===== src/rtl/cal_alarm_unit.sv =====
module cal_alarm_unit #(
  parameter int NSLOT = 3,
  parameter int ADDR_W = 8,
  parameter logic [ADDR_W-1:0] SLOT_BASE = 8'h34,
  parameter logic [ADDR_W-1:0] STAT_ADDR = 8'h44
) (
  input  logic              clk,
  input  logic              rst_n,
  input  logic              cal_run,
  input  logic              osc_en,
  input  logic              sec_tick,
  input  logic [5:0]        cur_year,
  input  logic [3:0]        cur_mon,
  input  logic [4:0]        cur_day,
  input  logic [4:0]        cur_hour,
  input  logic [5:0]        cur_min,
  input  logic [5:0]        cur_sec,
  input  logic              wr_en,
  input  logic [ADDR_W-1:0] bus_addr,
  input  logic [31:0]       wr_data,
  output logic [31:0]       rd_data,
  output logic              irq
);

  logic [31:0]      slot_q [NSLOT];
  logic [NSLOT-1:0] hit_q;

  wire        cal_on  = cal_run & osc_en;
  wire        stat_wr = wr_en && (bus_addr == STAT_ADDR);
  wire [31:0] now_w   = {cur_year, cur_mon, cur_day, cur_hour, cur_min, cur_sec};

  for (genvar i = 0; i < NSLOT; i++) begin : g_slot
    localparam logic [ADDR_W-1:0] SLOT_ADDR = ADDR_W'(SLOT_BASE + ADDR_W'(4 * i));
    wire slot_wr = wr_en && (bus_addr == SLOT_ADDR) && cal_on;
    wire fire    = sec_tick && cal_on && (slot_q[i] == now_w);

    always_ff @(posedge clk) begin
      if (!rst_n)       slot_q[i] <= '0;
      else if (slot_wr) slot_q[i] <= wr_data;
    end

    always_ff @(posedge clk) begin
      if (!rst_n)                      hit_q[i] <= 1'b0;
      else if (fire)                   hit_q[i] <= 1'b1;
      else if (stat_wr && wr_data[i])  hit_q[i] <= 1'b0;
    end
  end

  always_comb begin
    rd_data = '0;
    for (int i = 0; i < NSLOT; i++)
      if (bus_addr == ADDR_W'(SLOT_BASE + ADDR_W'(4 * i))) rd_data = slot_q[i];
    if (bus_addr == STAT_ADDR) rd_data = 32'(hit_q);
  end

  assign irq = |hit_q;

endmodule


===== config.mk =====
export PLATFORM = sky130hd
export DESIGN_NAME = cal_alarm_unit
export DESIGN_NICKNAME = d
export VERILOG_FILES = /design/src/rtl/cal_alarm_unit.sv
export SDC_FILE = /design/constraint.sdc
export NUM_CORES = 1
export LEC_CHECK = 0
export ABC_AREA = 1
export BUFFER_PORTS_ARGS = -buffer_cell sky130_fd_sc_hd__buf_2
export CORE_AREA = 8 8 129 107
export DETAILED_ROUTE_END_ITERATION = 10
export DIE_AREA = 0 0 137 115
export PLACE_DENSITY = 0.72
export SLEW_MARGIN = 20
export SYNTH_ARGS = -nofsm -noshare
export SYNTH_HDL_FRONTEND = slang
export SYNTH_SLANG_ARGS = --single-unit
export TNS_END_PERCENT = 5

===== constraint.sdc =====
create_clock -name clk -period 2.9 [get_ports clk]
set_input_delay 0 -clock clk [delete_from_list [all_inputs] [get_ports clk]]
set_output_delay 0 -clock clk [all_outputs]
set_load 0.005 [all_outputs]

Yosys cells after proc, flatten, opt, wreduce, memory -nomap -nowiden

Memories as Yosys holds them, arrays and structs flattened.
Index checks and enable logic that the tools add are counted.

Bitwise logic cells: 4
Eq/ne operators: 7
Reductions and logical operators: 18
Multiplexer cells: 23

Operator list:

| cell                                                            | count |
|---|---|
| 32-bit 2-to-1 mux                                               | 7 |
| 32-bit == test                                                  | 3 |
| 8-bit by 6-bit == test with 1-bit output, second input constant | 3 |
| 1-bit 2-to-1 mux                                                | 16 |
| 1-bit logical AND                                               | 14 |
| 8-bit by 7-bit == test with 1-bit output, second input constant | 1 |
| 2-bit nonzero test                                              | 3 |
| 1-bit bitwise OR                                                | 3 |
| 3-bit OR reduction                                              | 1 |
| 1-bit AND                                                       | 1 |

Input port bits: 78
Memories kept: 1
Bits in writable memories: 96
Output and inout bits: 33
Flip-flop bits (word level): 3

Memory list:

| memory | depth | width | read ports | clocked after Yosys merged registers in | write ports | RTL line | text |
|---|---|---|---|---|---|---|---|
| slot_q | 3     | 32    | 3          | 0                                       | 3           | 25       | `logic [31:0] slot_q [NSLOT];` |

Depth between registers and ports, before layout

Depth after elaboration: 7
Depth in mapped cells: 9

Worst setup path after synthesis

No wires, ideal clock.

Path kind: input to register
Start: input bus_addr[1]
End: memory slot_q[0][0], enable pin
Arrival: 1653 ps
Data required time: 2511 ps
Stages on the path: 7
Library setup time: 389 ps
Path slack: 858 ps
Buffers on the path: 1
Cells stage by stage: or2_4 nor3_4 nand2_2 clkinv_2 buf_2 nand2_1 nand2_1

RTL lines:

| element         | RTL line | text |
|---|---|---|
| start, declared | 19       | `input logic [ADDR_W-1:0] bus_addr,` |
| end, declared   | 25       |  |

==> run_results.csv <==
group,metric,value,unit
finish,multiInputGateArea,0.00235,mm^2
synthesis,ys_ff_latch,99,
drt,vias_per_cell,5.08,
finish,n_fill_cell,1033,
finish,syn2layout_area_growth,22.0,%
setup_path,cp.arrival,2060,ps
global_route,grt_first_pass_wirelength,24700,um
synthesis,yosys_warnings,0,
setup_path,cp_slowest_stage_delay,560,ps
synthesis,ys_async_sr_fraction,0,%
sta,rsz0062_at_grt,"no",
floorplan,rows,36,
cts,clk_latency,350,ps
synthesis,synth_area,0.00573,mm^2
run_status,status,"finished clean",
cts,post_cts_buffers,0,
setup_path,timing.rr.start,"slot_q[1][18]",
pwr,p_clk_share,37.5,%
setup_path,worst_ep_required_time,3080,ps
placement,io_buffer_count,110,
floorplan,fp.dieH,115,um
worst_hold_path,min_path_cells,3,
global_route,grt_pass1_vias,5053,
pwr,ir_drop,0.000303,V
cts,cts_buffers,9,
setup_path,path_class,"input port to register",
pwr,power_frac_comb,10.9,%
sta,finalCriticalPeriod,1880,ps
placement,place_area,0.00648,mm^2
pwr,power_density,468,mW/mm^2
setup_path,crit_fanout,32,
finish,antenna_cells,0,
setup_path,r2r_end,"hit_q[1]",
drt,wl_per_cell,16.3,um
synthesis,synth_nets,750,
sta,slew_viol_final,0,
cts,cts.path.max_buffers,2,
pwr,p_switching,739,uW
synthesis,ys.flop_type,"edfxtp_1",
sta,slew_headroom,54.9,%
synthesis,seq_area_frac_synth,51.4,%
setup_path,critPathLaunchType,"input port",
setup_path,critPathCaptureType,"register",
cts,cts_resized,0,
cts,clk_pin_slew,70,ps
cts,cts_root_buf,"clkbuf_16",
cts,clock_sinks,99,
floorplan,die_w,137,um
drt,ant_nets,0,
run,max-cap-violations,0,
sta,fin_skew,6.82,ps
drt,vias,4900,
synthesis,synth-edff-count,96,
finish,seqCellArea,0.00294,mm^2
sta,setup_viol,0,
sta,worstMarginPinSlew,675,ps
placement,dp_hpwl,11500,um
worst_hold_path,hold_path.class,"input port to register",
floorplan,io_pins,111,
cts,cts_hold_buf,21,
worst_hold_path,hold_start,"wr_data[26]",
cts,htree_levels,3,
sta,hold_viol_final,0,
synthesis,netlist_instances,672,
pwr,netSwitchingFraction,22.6,%
setup_path,path_cells,"buf_2 -> or2_4 -> nor3_4 -> nand2_2 -> clkinv_2 -> nand3_4 -> nor2_2",
finish,drive_gt1_share,21.2,%
global_route,grt_use_total,20.2,%
finish,nets,887,
floorplan,core-area,0.0118,mm^2
global_route,grt_max_degree,33,
synthesis,synth_cell_type_count,30,
sta,fmax,533,MHz
pwr,leakage,0.00320,uW
floorplan,die_area,0.0158,mm^2
synthesis,syn_area_per_cell,8.52,um^2
drt,drc,0,
pwr,pwr-share-seq,51.6,%
sta,min_period_over_period,64.7,%
floorplan,initial_core_util,48.5,%
setup_path,reg2reg_depth,7,
setup_path,critPathSlowestCell,"nand3_4",
placement,gp_congestion,0.960,
drt,wl,15700,um
cts,cts_tree,"built",
setup_path,rrSetupSlack,1500,ps
sta,tns,0,ps
drt,drt_first_pass_iters,5,
pwr,p_int,2530,uW
worst_hold_path,hold_end,"slot_q[1][26]",
finish,design_area,0.00699,mm^2
global_route,globalRouteOverflowTotal,0,
drt,first_iter_violations,451,
global_route,antenna_found_initial,0,
[worst max path at each step]
stage,from,to,slack (ps),cells after the start
2_1_floorplan,bus_addr[1],slot_q[0][0],860,7
3_3_place_gp,bus_addr[1],slot_q[0][1],790,7
3_5_place_dp,bus_addr[1],slot_q[0][0],660,7
4_1_cts,bus_addr[1],slot_q[0][25],1010,7
5_1_grt,bus_addr[1],slot_q[0][25],840,7
6_report,bus_addr[1],slot_q[0][25],1020,7
[state kept, by name, summed over array words and instances, names as in the netlist]
register	flops
slot_q	96
hit_q	3
[final cells by class]
| cell class | count | area share (%) |
|---|---|---|
| timing repair buffer | 142 | 12.4 |
| sequential | 99 | 42.1 |
| clock inverter | 4 | 0.967 |
| clock buffer | 10 | 3.28 |
| tap | 152 | 2.72 |
| inverter | 90 | 4.85 |
| multi-input combinational | 467 | 33.6 |
[Yosys cell counts, drive strengths merged (2+ instances only)]
| master | instances | share of area (%) |
|---|---|---|
| edfxtp | 96 | 50 |
| o221ai | 10 | 1.5 |
| o21ai | 2 | 0.17 |
| nor2 | 143 | 11 |
| buf | 15 | 1.6 |
| dfxtp | 3 | 1.0 |
| xnor2 | 35 | 5.4 |
| nor3 | 4 | 0.63 |
| nand4 | 8 | 0.87 |
| inv | 89 | 5.8 |
| xor2 | 31 | 4.7 |
| nand3 | 32 | 3.1 |
| o211ai | 2 | 0.26 |
| nand2 | 189 | 12 |
| a21oi | 6 | 0.52 |
[cells by family after synthesis]
| kind of cell | after synthesis | share of synthesized area (%) |
|---|---|---|
| buffers and inverters | 106 | 7.62 |
| AOI/OAI and AO/OA | 22 | 2.77 |
| and+or+nand+nor | 379 | 28.1 |
| xor gates and xnor gates | 66 | 10.1 |
| DFF | 99 | 51.4 |
[critical path: cells and delay by family]
kind / cells / cell delay (ps)
buffers and inverters: 2 / 500
AND/OR/NAND/NOR: 5 / 1510
[power groups by stage]
stage               sequential [uW]  combinational, uW  clock (uW)
detailed placement             1720                332           0
floorplan                      1700                191           0
finish                         1690                357        1230
CTS                            1680                357        1240
global placement               1710                323           0
global route                   1690                395        1290
[placed cells by master (no fill, tap or decap), drive strengths merged, types with 4 or more instances in the layout]
master       instances
a21oi                6
buf                121
clkbuf              10
dlygate4sd3         21
edfxtp              96
inv                 89
nand2              189
nand3               32
nand4                8
nor2               143
nor3                 4
o221ai              10
xnor2               35
xor2                31
[through the flow]
stage | std cells | setup slack [ps] | hold WS, ps | util, % | power [uW]
6_report | 964 | 1020 | 3.06 | 59.2 | 3270
4_1_cts | 964 | 1010 | 0.300 | 59.2 | 3280
5_1_grt | 964 | 844 | 10.9 | 59.2 | 3380
3_5_place_dp | 929 | 657 | 338 | 54.9 | 2050
3_3_place_gp | 929 | 786 | 330 | 54.9 | 2030
2_1_floorplan | 672 | 858 | 151 | - | 1890
[layer usage]
metal,up-vias,share of wire (%),track usage [%]
met2,200,48,33.0
met3,26,7.6,5.50
li1,2389,-,-
met5,-,0,0
met1,2285,42,25.1
met4,0,2.2,7.88
No activity file was read; power rests on OpenSTA's default activity.
